[src/rtl/pipe_mode_ctrl.sv]
module pipe_mode_ctrl #(
  parameter int NUM_HARTS    = 4,
  parameter int QUIET_CYCLES = 64
) (
  input  logic                 clk,
  input  logic                 rst_n,
  input  logic [NUM_HARTS-1:0] hart_wfi,
  input  logic                 unsup_instr,
  input  logic                 flush_done,
  output logic                 mode_fast,
  output logic                 flush_req,
  output logic                 mode_valid
);
  localparam int CW = $clog2(QUIET_CYCLES + 2);
  localparam logic [CW-1:0] LIMIT = CW'(QUIET_CYCLES);
  localparam logic [NUM_HARTS-1:0] HART0_MASK = NUM_HARTS'(1);

  logic [CW-1:0] quiet_cnt;
  logic          flushing;
  logic          target_fast;

  logic others_idle;
  logic quiet_done;
  logic want_fast;

  assign others_idle = &(hart_wfi | HART0_MASK);
  assign quiet_done  = quiet_cnt > LIMIT;
  assign want_fast   = others_idle && quiet_done && !unsup_instr;

  always_ff @(posedge clk or negedge rst_n) begin
    if (!rst_n)           quiet_cnt <= '0;
    else if (unsup_instr) quiet_cnt <= '0;
    else if (!quiet_done) quiet_cnt <= quiet_cnt + 1'b1;
  end

  always_ff @(posedge clk or negedge rst_n) begin
    if (!rst_n) begin
      mode_fast   <= 1'b0;
      flushing    <= 1'b0;
      target_fast <= 1'b0;
    end else if (flushing) begin
      if (flush_done) begin
        mode_fast <= target_fast;
        flushing  <= 1'b0;
      end
    end else if (want_fast != mode_fast) begin
      flushing    <= 1'b1;
      target_fast <= want_fast;
    end
  end

  assign flush_req  = flushing;
  assign mode_valid = !flushing;
endmodule


[config.mk]
export PLATFORM = sky130hd
export DESIGN_NAME = pipe_mode_ctrl
export DESIGN_NICKNAME = d
export VERILOG_FILES = /design/src/rtl/pipe_mode_ctrl.sv
export SDC_FILE = /design/constraint.sdc
export NUM_CORES = 1
export LEC_CHECK = 0
export ABC_AREA = 1
export BUFFER_PORTS_ARGS = -buffer_cell sky130_fd_sc_hd__buf_2
export CORE_AREA = 2 2 39 41
export CTS_CLUSTER_SIZE = 10
export DETAILED_ROUTE_END_ITERATION = 8
export DIE_AREA = 0 0 41 43
export PLACE_DENSITY = 0.65
export SLEW_MARGIN = 30
export SYNTH_ARGS = -nofsm -noshare
export SYNTH_HDL_FRONTEND = slang
export SYNTH_SLANG_ARGS = --single-unit
[constraint.sdc]
create_clock -name clk -period 2 [get_ports clk]
set_clock_uncertainty 0.1 [all_clocks]
set_input_delay 0.2 -clock clk [delete_from_list [all_inputs] [get_ports clk]]
set_output_delay 0.2 -clock clk [all_outputs]
set_load 0.01 [all_outputs]
# After elaboration in Yosys (flattened, before gate mapping)
# Index checks and enable logic that the tools add are counted.
[totals]
out_inout_bits = 3
wordCells = 21
input_bits = 8
reg_bits = 10
[op_classes]
reduce_logical = 7
n_eq_ne = 2
n_addsub = 1
n_lt_le_gt_ge = 1
n_bitwise = 1
n_mux = 5
[ops]
columns = ["cell", "count"]
rows = [
  ["$mux W7", 2],
  ["$add A7 B1 Y7 const B", 1],
  ["$gt A7 B7 Y1 const B", 1],
  ["$reduce_and A2 Y1", 2],
  ["$mux W1", 3],
  ["$reduce_and A3 Y1", 1],
  ["$logic_and A1 B1 Y1", 2],
  ["$logic_not A1 Y1", 2],
  ["$ne A2 B2 Y1 const B", 1],
  ["$ne A1 B1 Y1", 1],
  ["$not A1 Y1", 1],
]

# Depth between registers and ports, before layout
# Gate-level depths: netlist of run 1.
[logic_depth]
ltp_word = 6
mapped_depth = 8
depth_no_buf = 8

# Worst setup path after synthesis of run 1
# OpenSTA, ideal clock, no wires.
[synth_timing]
kind = "register to register"
start = "reg quiet_cnt[0]"
end = "reg quiet_cnt[3]"
setup_time_ps = 120
path_buffers = 1
period_less_slack_ps = 1302
required_time_ps = 1780
setup_slack_ps = 698
path_stages_with_launch = 8
arrival_time_ps = 1082
cell_sequence = "dfrtp_1 -> inv_1 -> ha_1 -> nand3_2 -> nand2_2 -> buf_6 -> a21oi_1 -> nor2_1"
[synth_between]
elab_chain_cells = 3
elab_cells_between_ends = 5
classes_between = "add/sub (1); order compare (1); eq/ne (1); mux (2)"
[synth_lines]
columns = ["item", "line", "source"]
rows = [
  ["start, declared", "18", "logic [CW-1:0] quiet_cnt;"],
  ["start signal, assigned", "33", "else if (!quiet_done) quiet_cnt <= quiet_cnt + 1'b1;"],
  ["$add A7 B1 Y7", "33", ""],
  ["$mux W7", "33", ""],
  ["$mux W7", "32", "else if (unsup_instr) quiet_cnt <= '0;"],
]
# Several ways; a longest one is shown, not always the timed one. The select of a mux whose other input is x is not followed.
# A chain may end at the register's enable or synchronous reset.

# Final worst setup path of run 1
# Same ends and word-level chain as after synthesis.

==> reports/results.ini, run 1 <==
[job]
drv_cap=0

[power_and_ir_drop]
power_frac_comb_pct=25.7
power_frac_clock_pct=26.4
power_density_nw_per_um2=796
switching_share_pct=32.0
ir_drop_mv=0.313
leakage_nw=0.320
netSwitchingPower_mw=0.164
power.internal_mw=0.349
seqPwrFrac_pct=47.9

[timing]
slew_headroom_pct=83.2
setup_tns_ns=0
setup_viol=0
rsz0062_at_grt=no
max_freq_mhz=653
period_needed_ns=1.53
hold_violations=0
period_share_pct=76.6
maxSlewViolCount=0
worstMarginPinSlew_ns=0.252

[yosys]
synth_cell_types=19
synthArstFlopShare_pct=100
netlist_instances=69
synth_nets=79
synthDominantAreaCellType=dfrtp_1
synth.yosys.seq_area_share_pct=44.7
synthTopCellsByArea=dfrtp_1, inv_1, nand2_1
syn_avg_cell_area_um2=8.11
yosys_register_bits=10
yosysWarnings=0
ys.flop_type=dfrtp_1
synth_most_common_cell=inv_1
synth_edf_count=0
synth_area_um2=559
synth.cells.most_frequent=inv_1, dfrtp_1, nand2_1, nor2_1
synth.top_cell.area_share_pct=44.7

[global_route]
grt_pass1_wl_um=1750
grt.overflow.total=0
track_usage_pct=15.2
grt_max_degree=12
antenna_found_initial=0
grt_pass1_vias=436

[worst_setup_path]
arrival_ns=1.58
crit_fanout=11
end_kind=flop
path_class=reg -> reg
startpoint_type=flop
cp_data_required_time_ns=2.05

[detailed_routing]
vias_per_cell=4.98
drtIter0Drc=11
vias=483
post-route-drc-count=0
wl_um=1040
ant_nets=0
drt-pass1-iter-count=4
wire_per_inst_um=10.7

[die]
pin_count=11
dieArea_um2=1760
die_w_um=41
fp.dieH_um=43
coreArea_um2=1380
initial_core_util_pct=40.4
placementRows=14

[placed_design]
gp_congestion=0.769
port_buffers=9
hpwl_um=784

[clocking]
numCtsBuffers=3
ctsHtreeMaxLevel=1
clockRootBuffer=clkbuf_4
cts.clk_slew.worst_paths_ns=0.06
ctsResizeCount=0
cts_sinks=10
cts_tree=done
cts.path.max_buffers=2
clk_latency_ns=0.26

[hold_path]
min-delay-path-class=in -> reg

[cells_and_area]
syn2layout_area_growth_pct=15.4
antennaDiodeCount=0
drive_above_1_share_pct=19.8
nets=93
utilization_pct=46.7

[status]
status=completed

cell type report:
type | count | area, µm²
fillers | 147 | 738
well taps | 16 | 20.0
multi-input cells | 47 | 256
clock buffers | 3 | 22.5
repair buffers | 10 | 55.1
inverters | 11 | 41.3
flip-flops and latches | 10 | 250
worst max-delay path: stages (launching register included):
cell     delay, ns
dfrtp_1       0.41
inv_1         0.14
ha_1          0.19
nand3_2       0.11
nand2_2       0.19
nand2_1       0.07
o21ai_0       0.16
nor2_1        0.06
placed cells by master (no fill, tap or decap):
master and instances:
a21oi_1 3, a21oi_2 1, nand3b_1 1, nand2_1 10, xor2_1 1, nand3_2 1, nand3_1 6, o21a_1 1
clkbuf_4 3, nor2_1 8, ha_1 2, o21ai_0 6, nand2_2 1, nand4_1 3, dlygate4sd3_1 1, nor4_1 1
nor3_1 1, buf_2 9, inv_1 11, nor3_2 1, dfrtp_1 10
logic make-up (layout without fill, tap and decap cells):
| group | count (synthesis) | count (layout) | share of synthesized area (%) |
|---|---|---|---|
| XOR/XNOR | 1 | 1 | 1.57 |
| adder cells (fa/ha/maj) | 2 | 2 | 4.47 |
| buffers and inverters | 12 | 24 | 9.40 |
| AND/OR/NAND/NOR | 33 | 33 | 28.9 |
| flip-flops | 10 | 10 | 44.7 |
| AO/OA/AOI/OAI | 11 | 11 | 11.0 |
registers in the layout, indices dropped and copies added, names as in the netlist:
signal / flops
quiet_cnt: 7
mode_fast: 1
target_fast: 1
flush_req: 1
metal layers:
metal	GRT usage, %	up-vias	part of all wire (%)
met4	10.0	0	3.0
met3	4.71	4	2.7
li1	-	252	-
met5	0	-	0
met1	20.1	218	46
met2	20.3	9	48
metrics by stage:
stage               area, µm²  worst slack [ns]  instances  power, mW  hold WS (ns)
floorplan                 559             0.698         69      0.328        -0.196
global placement          613             0.516         93      0.379       -0.0270
detailed placement        613             0.489         93      0.383       -0.0240
CTS                       646             0.476         97      0.516        0.0471
global route              646             0.283         97      0.550        0.0494
finish                    646             0.468         97      0.514        0.0369
power by group through the flow:
stage          sequential (mW)  combinational, mW  clock, mW
3_5_place_dp             0.251              0.133          0
4_1_cts                  0.247              0.135      0.135
5_1_grt                  0.251              0.155      0.144
2_1_floorplan            0.259             0.0693          0
6_report                 0.246              0.132      0.136
3_3_place_gp             0.250              0.130          0
timing repair:
item	4_1_cts	5_1_grt
hold buffers	1	0
hold endpoints to repair	10	0
buffers inserted	0	0
path summary, 6_finish.rpt:
kind | start | end | slack [ns] | depth (start not counted)
max in group asynchronous | rst_n | quiet_cnt[5] | 1.38 | 2
worst max-delay path | quiet_cnt[0] | quiet_cnt[3] | 0.47 | 7
min in group asynchronous | rst_n | quiet_cnt[4] | 0.22 | 2
worst min-delay path | flush_done | flush_req | 0.04 | 2
worst max register to register | quiet_cnt[0] | quiet_cnt[3] | 0.47 | 7
worst min register to register | target_fast | target_fast | 0.38 | 2
Power figures use the tool's default switching activity.
==> run 2: changes to the inputs <==
- PLACE_DENSITY: 0.65 -> 0.68
- clock period: 2 -> 1.4 ns (I/O delays scaled with it)
==> run 2 against run 1 <==
Flip-flop and latch count unchanged. Largest power group unchanged. Register-to-register slack worse by 0.42 ns. Largest cell class unchanged. Design area up 29%. Wire length up 31%. Combinational power up 110%. Count of clock-buffer cells in the layout up 1.
==> reports/results.ini, run 2 (synthesized netlist as in run 1, its figures left out) <==
[cells_and_area]
antennaDiodeCount=0  ; unchanged
largest_reg_flops=7  ; unchanged
utilization_pct=60.4  ; +14 points
n_fill_cell=115  ; -22%
nets=108  ; +16%
design_area_um2=836  ; +29%
final_cell_mix=buf_4, dfrtp_1, inv_1, buf_2, nor2_1
syn2layout_area_growth_pct=49.4
top_register=quiet_cnt
drive_above_1_share_pct=40.2  ; +20 points
final_common_cell=buf_4

[die]
dieArea_um2=1760  ; unchanged
placementRows=14  ; unchanged
coreArea_um2=1380  ; unchanged
die_w_um=41  ; unchanged
initial_core_util_pct=40.4  ; unchanged
pin_count=11  ; unchanged
fp.dieH_um=43  ; unchanged

[worst_setup_path]
cp_data_required_time_ns=1.46  ; -0.59 ns
path_class=reg -> reg
startpoint_type=flop
arrival_ns=1.41  ; -0.17 ns
crit_fanout=3  ; -8
end_kind=flop

[power_and_ir_drop]
power_frac_comb_pct=30.8  ; +5.1 points
ir_drop_mv=0.658  ; +110%
netSwitchingPower_mw=0.282  ; +71%
power_frac_clock_pct=29.6  ; +3.2 points
power.internal_mw=0.604  ; +73%
leakage_nw=0.409  ; +28%
switching_share_pct=31.8  ; -0.18 points
seqPwrFrac_pct=39.6  ; -8.3 points
power_density_nw_per_um2=1060  ; +33%

[timing]
period_share_pct=96.6  ; +20 points
worstMarginPinSlew_ns=0.231  ; -0.0210 ns
slew_headroom_pct=84.5  ; +1.3 points
maxSlewViolCount=0  ; unchanged
rsz0062_at_grt=yes
max_freq_mhz=739  ; +13%
period_needed_ns=1.35  ; -0.179 ns
setup_viol=0  ; unchanged
hold_violations=0  ; unchanged

[job]
drv_cap=0  ; unchanged

[clocking]
ctsHtreeMaxLevel=1  ; unchanged
cts.clk_slew.worst_paths_ns=0.07  ; about the same
clk_latency_ns=0.27  ; about the same
cts_sinks=10  ; unchanged
cts_tree=done
numCtsBuffers=3  ; unchanged
cts.path.max_buffers=2  ; unchanged
clockRootBuffer=clkbuf_4

[global_route]
antenna_found_initial=0  ; unchanged
grt_max_degree=11  ; -1
track_usage_pct=18.5  ; +3.3 points
grt.overflow.total=0  ; unchanged
grt_pass1_wl_um=2150  ; +23%
grt_pass1_vias=552  ; +27%

[detailed_routing]
post-route-drc-count=0  ; unchanged
vias=553  ; +14%
wire_per_inst_um=12.0  ; +12%
ant_nets=0  ; unchanged
vias_per_cell=4.89  ; -1.7%
drt-pass1-iter-count=4  ; unchanged
drtIter0Drc=10  ; -1
wl_um=1350  ; +31%

[status]
status=completed

[placed_design]
port_buffers=9  ; unchanged
hpwl_um=885  ; +13%
gp_congestion=0.767  ; -0.17%
post_dp_cell_area_um2=696  ; +13%

[hold_path]
min-delay-path-class=in -> reg

==> run 2: timing repair <==
| item | CTS | global route |
|---|---|---|
| gates resized for setup | 2 | 14 |
| buffers inserted | 0 | 2 |
| gates cloned | 0 | 0 |
| hold buffers | 3 | 0 |
| hold endpoints to repair | 12 | 0 |
| pin swaps | 0 | 5 |
| endpoints found under the setup margin | 1 | 7 |
==> run 2: final timing paths <==
| check | startpoint | end | slack, ns | cells after the start |
|---|---|---|---|---|
| max in group asynchronous | rst_n | quiet_cnt[5] | 0.84 | 2 |
| min in group asynchronous | rst_n | quiet_cnt[3] | 0.16 | 2 |
| max | quiet_cnt[1] | target_fast | 0.05 | 8 |
| min | unsup_instr | quiet_cnt[4] | 0.11 | 4 |
| min reg2reg | quiet_cnt[6] | quiet_cnt[6] | 0.39 | 1 |
| max reg2reg | quiet_cnt[1] | target_fast | 0.05 | 8 |
==> run 2: metrics by stage <==
stage / instances / setup TNS, ns / total power [mW] / setup WS, ns / hold slack, ns
floorplan: 69 / 0 / 0.469 / 0.0977 / -0.256
global placement: 104 / 0 / 0.560 / 0.0248 / -0.0846
detailed placement: 104 / 0 / 0.573 / 0.00154 / -0.0832
CTS: 111 / -0.000273 / 0.849 / -0.000273 / 0.0825
global route: 113 / -0.101 / 0.947 / -0.0459 / 0.135
finish: 113 / 0 / 0.886 / 0.0472 / 0.105
==> run 2: power by group through the flow <==
stage / Clock, mW / Combinational (mW) / Sequential, mW
after floorplan: 0 / 0.0989 / 0.370
after global placement: 0 / 0.209 / 0.351
after detailed placement: 0 / 0.219 / 0.354
after CTS: 0.272 / 0.229 / 0.348
after global routing: 0.282 / 0.309 / 0.357
final: 0.262 / 0.273 / 0.351
==> run 2: metal layers <==
metal / up-vias / part of all wire (%) / track usage [%]
met5: - / 0 / 0
met4: 0 / 2.0 / 14.0
met3: 4 / 1.9 / 3.66
met2: 4 / 51 / 27.8
met1: 261 / 45 / 21.7
li1: 284 / - / -
==> run 2: critical path: stages (launching register included) <==
cell	delay (ns)
dfrtp_1	0.39
inv_2	0.09
ha_4	0.14
nand3_4	0.09
buf_6	0.14
nand4_1	0.08
nand3_2	0.08
nand2_2	0.08
nand2_2	0.05
==> run 2: cell type report <==
cell class	count	area (µm²)	share of cell area (%)
Clock buffer	4	36.3	4.34
Sequential cell	10	250	29.9
Timing Repair Buffer	25	176	21.1
Multi-Input combinational cell	47	312	37.3
Inverter	11	41.3	4.94
Tap cell	16	20.0	2.40
